===== config.mk =====
export PLATFORM = sky130hd
export DESIGN_NAME = ts_offset_adder
export DESIGN_NICKNAME = d
export VERILOG_FILES = /design/src/rtl/tsa_pkg.sv /design/src/rtl/tsa_digit_add.sv /design/src/rtl/tsa_range_chk.sv /design/src/rtl/ts_offset_adder.sv
export SDC_FILE = /design/constraint.sdc
export NUM_CORES = 1
export LEC_CHECK = 0
export CORE_MARGIN = 4
export CORE_UTILIZATION = 25
export CTS_CLUSTER_SIZE = 24
export DETAILED_ROUTE_END_ITERATION = 8
export DONT_BUFFER_PORTS = 1
export SETUP_SLACK_MARGIN = 0.2
export SLEW_MARGIN = 20
export SYNTH_ARGS = -nofsm -noshare
export SYNTH_HDL_FRONTEND = slang
export SYNTH_HIERARCHICAL = 1
export SYNTH_SLANG_ARGS = --single-unit

===== constraint.sdc =====
create_clock -name clk -period 18.7 [get_ports clk]
set_input_delay 3.74 -clock clk [delete_from_list [all_inputs] [get_ports clk]]
set_output_delay 3.74 -clock clk [all_outputs]
set_load 0.02 [all_outputs]

===== src/rtl/tsa_pkg.sv =====
package tsa_pkg;
    parameter int unsigned SEC_W_DEF   = 7;
    parameter int unsigned CNT_W_DEF   = 13;
    parameter int unsigned OFS_W_DEF   = 12;
    parameter int unsigned CNT_LIM_DEF = 8000;
    parameter int unsigned OFS_LIM_DEF = 3072;
endpackage


===== src/rtl/tsa_digit_add.sv =====
module tsa_digit_add #(
    parameter int unsigned W   = 12,
    parameter int unsigned LIM = 3072
) (
    input  logic [W-1:0] a_i,
    input  logic [W-1:0] b_i,
    input  logic         cin_i,
    output logic [W-1:0] sum_o,
    output logic         cout_o
);
    localparam logic [W:0] LIM_V = (W+1)'(LIM);

    logic [W:0] raw;
    logic [W:0] wrapped;

    always_comb begin
        raw     = {1'b0, a_i} + {1'b0, b_i} + {{W{1'b0}}, cin_i};
        wrapped = raw - LIM_V;
        cout_o  = (raw >= LIM_V);
        sum_o   = cout_o ? wrapped[W-1:0] : raw[W-1:0];
    end
endmodule


===== src/rtl/tsa_range_chk.sv =====
module tsa_range_chk #(
    parameter int unsigned W   = 12,
    parameter int unsigned LIM = 3072
) (
    input  logic [W-1:0] val_i,
    output logic         ok_o
);
    localparam logic [W:0] LIM_V = (W+1)'(LIM);

    always_comb ok_o = ({1'b0, val_i} < LIM_V);
endmodule


===== src/rtl/ts_offset_adder.sv =====
module ts_offset_adder
    import tsa_pkg::*;
#(
    parameter int unsigned SEC_W   = SEC_W_DEF,
    parameter int unsigned CNT_W   = CNT_W_DEF,
    parameter int unsigned OFS_W   = OFS_W_DEF,
    parameter int unsigned CNT_LIM = CNT_LIM_DEF,
    parameter int unsigned OFS_LIM = OFS_LIM_DEF
) (
    input  logic                           clk,
    input  logic                           rst_n,
    input  logic                           req_i,
    input  logic [SEC_W+CNT_W+OFS_W-1:0]   timer_i,
    input  logic [CNT_W+OFS_W-1:0]         ofs_cfg_i,
    output logic [SEC_W+CNT_W+OFS_W-1:0]   stamp_o,
    output logic                           valid_o,
    output logic                           err_o
);
    localparam int unsigned TS_W  = SEC_W + CNT_W + OFS_W;
    localparam int unsigned CNT_LO = OFS_W;
    localparam int unsigned SEC_LO = OFS_W + CNT_W;

    typedef struct packed {
        logic [TS_W-1:0] stamp;
        logic            vld;
        logic            err;
    } state_t;

    state_t st_d, st_q;

    // field split
    logic [OFS_W-1:0] t_ofs, d_ofs, s_ofs;
    logic [CNT_W-1:0] t_cnt, d_cnt, s_cnt;
    logic [SEC_W-1:0] t_sec, s_sec;
    logic             c_ofs, c_cnt;
    logic             ok_ofs, ok_cnt;

    assign t_ofs = timer_i[OFS_W-1:0];
    assign t_cnt = timer_i[SEC_LO-1:CNT_LO];
    assign t_sec = timer_i[TS_W-1:SEC_LO];
    assign d_ofs = ofs_cfg_i[OFS_W-1:0];
    assign d_cnt = ofs_cfg_i[SEC_LO-1:CNT_LO];

    tsa_digit_add #(.W(OFS_W), .LIM(OFS_LIM)) u_ofs_add (
        .a_i(t_ofs), .b_i(d_ofs), .cin_i(1'b0), .sum_o(s_ofs), .cout_o(c_ofs)
    );

    tsa_digit_add #(.W(CNT_W), .LIM(CNT_LIM)) u_cnt_add (
        .a_i(t_cnt), .b_i(d_cnt), .cin_i(c_ofs), .sum_o(s_cnt), .cout_o(c_cnt)
    );

    tsa_range_chk #(.W(OFS_W), .LIM(OFS_LIM)) u_ofs_chk (
        .val_i(d_ofs), .ok_o(ok_ofs)
    );

    tsa_range_chk #(.W(CNT_W), .LIM(CNT_LIM)) u_cnt_chk (
        .val_i(d_cnt), .ok_o(ok_cnt)
    );

    // seconds wrap in plain binary
    assign s_sec = t_sec + {{(SEC_W-1){1'b0}}, c_cnt};

    always_comb begin
        st_d     = st_q;
        st_d.vld = 1'b0;
        st_d.err = 1'b0;
        if (req_i) begin
            if (ok_ofs && ok_cnt) begin
                st_d.stamp = {s_sec, s_cnt, s_ofs};
                st_d.vld   = 1'b1;
            end else begin
                st_d.err   = 1'b1;
            end
        end
    end

    always_ff @(posedge clk) begin
        if (!rst_n) st_q <= '0;
        else        st_q <= st_d;
    end

    assign stamp_o = st_q.stamp;
    assign valid_o = st_q.vld;
    assign err_o   = st_q.err;

    // offset field in range (timer input assumed well formed)
    a_r2_ofs_range: assert property (@(posedge clk) disable iff (!rst_n)
        valid_o |-> ({1'b0, stamp_o[OFS_W-1:0]} < (OFS_W+1)'(OFS_LIM)));

    // count field in range
    a_r3_cnt_range: assert property (@(posedge clk) disable iff (!rst_n)
        valid_o |-> ({1'b0, stamp_o[SEC_LO-1:CNT_LO]} < (CNT_W+1)'(CNT_LIM)));

    // a valid pulse follows a request
    a_r5_latency: assert property (@(posedge clk) disable iff (!rst_n)
        valid_o |-> $past(req_i));

    // refusal keeps stamp and never validates
    a_r6_reject: assert property (@(posedge clk) disable iff (!rst_n)
        err_o |-> (!valid_o && $stable(stamp_o) && $past(req_i)));

    // idle cycle leaves outputs quiet
    a_r7_idle: assert property (@(posedge clk) disable iff (!rst_n)
        !$past(req_i) |-> (!valid_o && !err_o && $stable(stamp_o)));
endmodule


==> results of run 1 <==
-- power groups by stage --
| stage | sequential [mW] | combinational [mW] | clock [mW] |
|---|---|---|---|
| after global placement | 0.0955 | 0.0960 | 0 |
| after global routing | 0.0947 | 0.109 | 0.102 |
| after floorplan | 0.0934 | 0.0799 | 0 |
| after detailed placement | 0.0956 | 0.0971 | 0 |
| final | 0.0936 | 0.0972 | 0.0957 |
| after CTS | 0.0940 | 0.0977 | 0.0991 |
-- stage by stage --
stage | total power [mW] | area, um2 | setup slack (ns)
6_report | 0.2865 | 3433 | 8.469
5_1_grt | 0.3060 | 3433 | 7.926
2_1_floorplan | 0.1733 | 3110 | 8.900
3_3_place_gp | 0.1915 | 3263 | 8.475
4_1_cts | 0.2909 | 3433 | 8.431
3_5_place_dp | 0.1927 | 3263 | 8.167
-- placed cells by master (no fill, tap or decap), drive strengths merged, types with 5 or more instances in the layout --
cell and instances:
a211oi 5, a21boi 30, a21o 6, a21oi 19, and2 6, clkbuf 5
dfxtp 34, ha 28, inv 20, nand2 74, nand2b 5, nand3 15
nor2 13, o21a 5, o21ai 18, or3 6, xnor2 10, xor2 10
-- flip-flops by register name, summed over array words and instances, names as in the netlist --
register / flops
stamp_o: 32
err_o: 1
valid_o: 1
-- critical path: cells and delay by family --
kind | cells | cell delay, ns
buffers and inverters | 3 | 0.18
AOI/OAI and AO/OA | 11 | 2.08
adders and majority gates | 8 | 2.54
xor gates and xnor gates | 2 | 0.43
and+or+nand+nor | 9 | 1.46
-- kinds of logic after synthesis --
logic type / after synthesis / share of synthesized area, %
and+or+nand+nor: 149 / 23.93
buffers and inverters: 31 / 4.505
other: 1 / 0.1206
AOI/OAI and AO/OA: 114 / 28.68
adders and majority gates: 32 / 13.84
xor gates and xnor gates: 20 / 6.356
muxes: 2 / 0.6838
DFF: 34 / 21.88
-- metal layers --
layer,part of all wire [%],up-vias
met5,0,-
met4,1.1,0
met3,7.9,5
met2,48,90
met1,43,1258
li1,-,1373
-- worst max-delay path by stage --
stage | start | endpoint | slack [ns] | cells past startpoint
floorplan | timer_i[0] | stamp_o[31] | 8.90 | 33
global placement | timer_i[0] | stamp_o[31] | 8.47 | 33
detailed placement | timer_i[0] | stamp_o[31] | 8.17 | 33
CTS | timer_i[0] | stamp_o[31] | 8.43 | 33
global route | timer_i[0] | stamp_o[31] | 7.93 | 33
finish | timer_i[0] | stamp_o[31] | 8.47 | 33
-- layout make-up --
class,instances,area [um2],area share (%)
multi-input cells,318,2290,66.69
flip-flops and latches,34,680.7,19.83
well taps,168,210.2,6.122
clock buffers,5,125.1,3.644
inverters,20,75.07,2.187
clock inverters,3,45.04,1.312
repair buffers,1,7.507,0.2187
==> impl_metrics.ini, run 1 <==
[run_status]
status = complete, no violations

[power_and_ir_drop]
p_int_mw = 0.1831
swShare_pct = 36.10
power.density_nw_per_um2 = 83.44
switchingPower_mw = 0.1034
clockPowerShare_pct = 33.4
seq_power_share_pct = 32.7
power_frac_comb_pct = 33.9
peakVddDrop_mv = 0.02879
cellLeakagePower_nw = 1.320

[sta]
tns_ns = 0
setup_viol = 0
fmax_mhz = 97.74
slew_headroom_pct = 59.30
slew_violations = 0
skew_ns = 0
period_share_pct = 54.71
rsz0062_at_grt = false
holdWs_ns = 0.5569
post-route-min-period_ns = 10.23
hold_viol = 0
tightestPinTransition_ns = 0.6098

[global_routing]
top_usage_layer = met2
grtUsageMet3_pct = 3.534
grt_use_met1_pct = 13.41
antenna_found_initial = 0
grtUsageMet2_pct = 19.88
grt_pass1_vias = 2713
grt_overflow = 0
grt_max_degree = 39
grt_usage_pct = 11.34
grt_pass1_wl_mm = 13.33

[drt]
drcViolationCount = 0
dr.pass1.iters = 4
wl_mm = 8.227
postRouteAntennaNets = 0
viasPerCell = 4.965
wl_per_cell_um = 14.99
vias = 2726
drtIter0Drc = 142

[layout]
antenna_cells = 0
fin_cells = 549
areaGrowthSynthToFinish_pct = 10.38
final_util_pct = 28.35
num-nets-final = 472
fillCellCount = 1324
drive_gt1_share_pct = 11.81

[synth]
synth_seq_area_share_pct = 21.88
ys_async_sr_fraction_pct = 0
synth.area.top_cells = dfxtp_1 (22%), ha_1 (11%), nand2_1 (8.9%)
yosysTopAreaCell = dfxtp_1
yosysWarnings = 6
synth_most_common_cell = nand2_1
synth_edf_count = 0
syn_inst = 383
ys_types = 79
netlist_area_um2 = 3110
synth-seq-cells = 34
synth.top_cell.area_share_pct = 21.88
synth_ff_type = dfxtp_1
syn_area_per_cell_um2 = 8.121
synth_commonest_cells = nand2_1 (74), dfxtp_1 (34), ha_1 (28), inv_1 (19), a21boi_0 (18)
syn_nets = 475

[worst_setup_path]
r2r-start = stamp_o[20]
end_kind = flop
arrival_ns = 10.44
critPathMaxFanout = 5
regToRegEndpoint = stamp_o[20]
rrSetupSlack_ns = 17.88
path_class = input pin to flop
cp-start-kind = input pin
cp_slowest_cell = fa_1
reg2regPathDepth = 2
cpPeakStageDelay_ns = 0.46
cp.required_ns = 18.91

[cts]
cts_root_buf = clkbuf_16
cts.sinks = 34
cts_buffers = 5
cts_tree = yes
cts_hold_buf = 0
htree_num_levels = 2
cts_resized = 0
clk_pin_slew_worst_paths_ns = 0.06
clk_latency_ns = 0.28
clock_path_buffers = 2
postCtsSetupBuffers = 0

[die]
rows = 40
die_y_um = 119.5
die_x_um = 119.5
initial_core_util_pct = 25.68
core-area_um2 = 12110
fp.dieArea_um2 = 14290
io_pins = 94

[placement]
dp_cells = 541
portBuffers = 0
gp_congestion = 0.8615
dp_hpwl_mm = 6.692

[worst_hold_path]
hold_end = stamp_o[12]
hold_path_class = flop to flop
holdPathStages = 2
hp-start = stamp_o[12]

[run]
cap_viol_max_count = 0
Power figures use the tool's default switching activity.
==> run 2, diff against run 1 <==
- clock period: 18.7 -> 10.4 ns (I/O delays scaled with it)
==> run 2 against run 1 <==
Power is 80% higher; sequential power is 79% higher; first-iteration DRC count is 19% lower; cell count stayed put; sequential share of layout area stayed put; utilization stayed put; critical path type unchanged; largest cell class unchanged; highest routed layer unchanged.
==> impl_metrics.ini, run 2 (synthesis results as in run 1) <==
[worst_setup_path]
cp.required_ns = 10.61
critPathMaxFanout = 5
cp_slowest_cell = fa_1
regToRegEndpoint = stamp_o[20]
end_kind = flop
cpPeakStageDelay_ns = 0.46
rrSetupSlack_ns = 9.58
r2r-start = stamp_o[20]
reg2regPathDepth = 2
path_class = input pin to flop
cp-start-kind = input pin
arrival_ns = 8.78

[sta]
skew_ns = 0
slew_violations = 0
hold_viol = 0
period_share_pct = 82.36
slew_headroom_pct = 58.07
rsz0062_at_grt = false
layout_setup_ws_ns = 1.834
holdWs_ns = 0.5581
setup_viol = 0
tightestPinTransition_ns = 0.6282
tns_ns = 0
fmax_mhz = 116.7
post-route-min-period_ns = 8.566

[drt]
drcViolationCount = 0
wl_per_cell_um = 15.13
viasPerCell = 5.078
postRouteAntennaNets = 0
vias = 2788
dr.pass1.iters = 4
wl_mm = 8.304
drtIter0Drc = 115

[layout]
areaGrowthSynthToFinish_pct = 10.38
fillCellCount = 1333
fin_cells = 549
final_common_cell = nand2_1
num-nets-final = 472
layout_common_cells = nand2_1 (74), dfxtp_1 (34), ha_1 (28)
largest_reg_flops = 32
final_area_um2 = 3433
final_util_pct = 28.35
multi_input_area_um2 = 2290
drive_gt1_share_pct = 11.81
seq_area_um2 = 680.7
antenna_cells = 0

[power_and_ir_drop]
cellLeakagePower_nw = 1.320
design_power_total_mw = 0.5169
power.density_nw_per_um2 = 150.6
peakVddDrop_mv = 0.05332

[cts]
cts_buffers = 5
cts_hold_buf = 0
cts_root_buf = clkbuf_16
cts_resized = 0
cts_tree = yes
clock_path_buffers = 2
clk_pin_slew_worst_paths_ns = 0.06
cts.sinks = 34
postCtsSetupBuffers = 0
clk_latency_ns = 0.28
htree_num_levels = 2

[run_status]
status = complete, no violations

[global_routing]
grt_overflow = 0
grt_pass1_vias = 2736
grt_usage_pct = 11.41
grt_pass1_wl_mm = 13.38
grt_max_degree = 39
antenna_found_initial = 0

[die]
fp.dieArea_um2 = 14290
die_x_um = 119.5
core-area_um2 = 12110
initial_core_util_pct = 25.68
die_y_um = 119.5
rows = 40
io_pins = 94

[worst_hold_path]
hp-start = stamp_o[12]
hold_end = stamp_o[12]
hold_path_class = flop to flop
holdPathStages = 2

[run]
cap_viol_max_count = 0

[placement]
dp_cells = 541
dp_hpwl_mm = 6.689
gp_congestion = 0.8615
place_ws_ns = 1.536
placed_area_um2 = 3263
portBuffers = 0
## run 2: cell counts in the layout (fill, tap and decap cells not counted)
No cell type changed its count.
## run 2: cell type report
type,instances,area share (%)
multi-input cells,318,66.69
flip-flops and latches,34,19.83
well taps,168,6.122
clock buffers,5,3.644
inverters,20,2.187
clock inverters,3,1.312
repair buffers,1,0.2187
## run 2: how the worst max path moves through the flow
stage	start	to	slack (ns)	cells after the start
2_1_floorplan	timer_i[0]	stamp_o[31]	2.26	33
3_3_place_gp	timer_i[0]	stamp_o[31]	1.83	33
3_5_place_dp	timer_i[0]	stamp_o[31]	1.54	33
4_1_cts	timer_i[0]	stamp_o[31]	1.80	33
5_1_grt	timer_i[0]	stamp_o[31]	1.35	33
6_report	timer_i[0]	stamp_o[31]	1.83	33
## run 2: power by group
part	total (mW)	switching (mW)	internal (mW)	leakage (nW)
sequential	0.168	0.0250	0.143	0.280
combinational	0.175	0.102	0.0727	0.964
clock	0.174	0.0606	0.113	0.0760
total	0.517	0.188	0.329	1.32
## run 2: critical path: cells and delay by family
kind	cells	cell delay, ns
xor+xnor	2	0.44
buf+inv	3	0.18
compound gates	11	2.11
simple gates	9	1.46
fa+ha+maj	8	2.54
## run 2: layer usage
metal | share of wire [%] | track usage [%]
met1 | 44 | 13.50
met2 | 48 | 19.88
met3 | 6.8 | 3.440
met4 | 1.4 | 3.364
met5 | 0 | 0
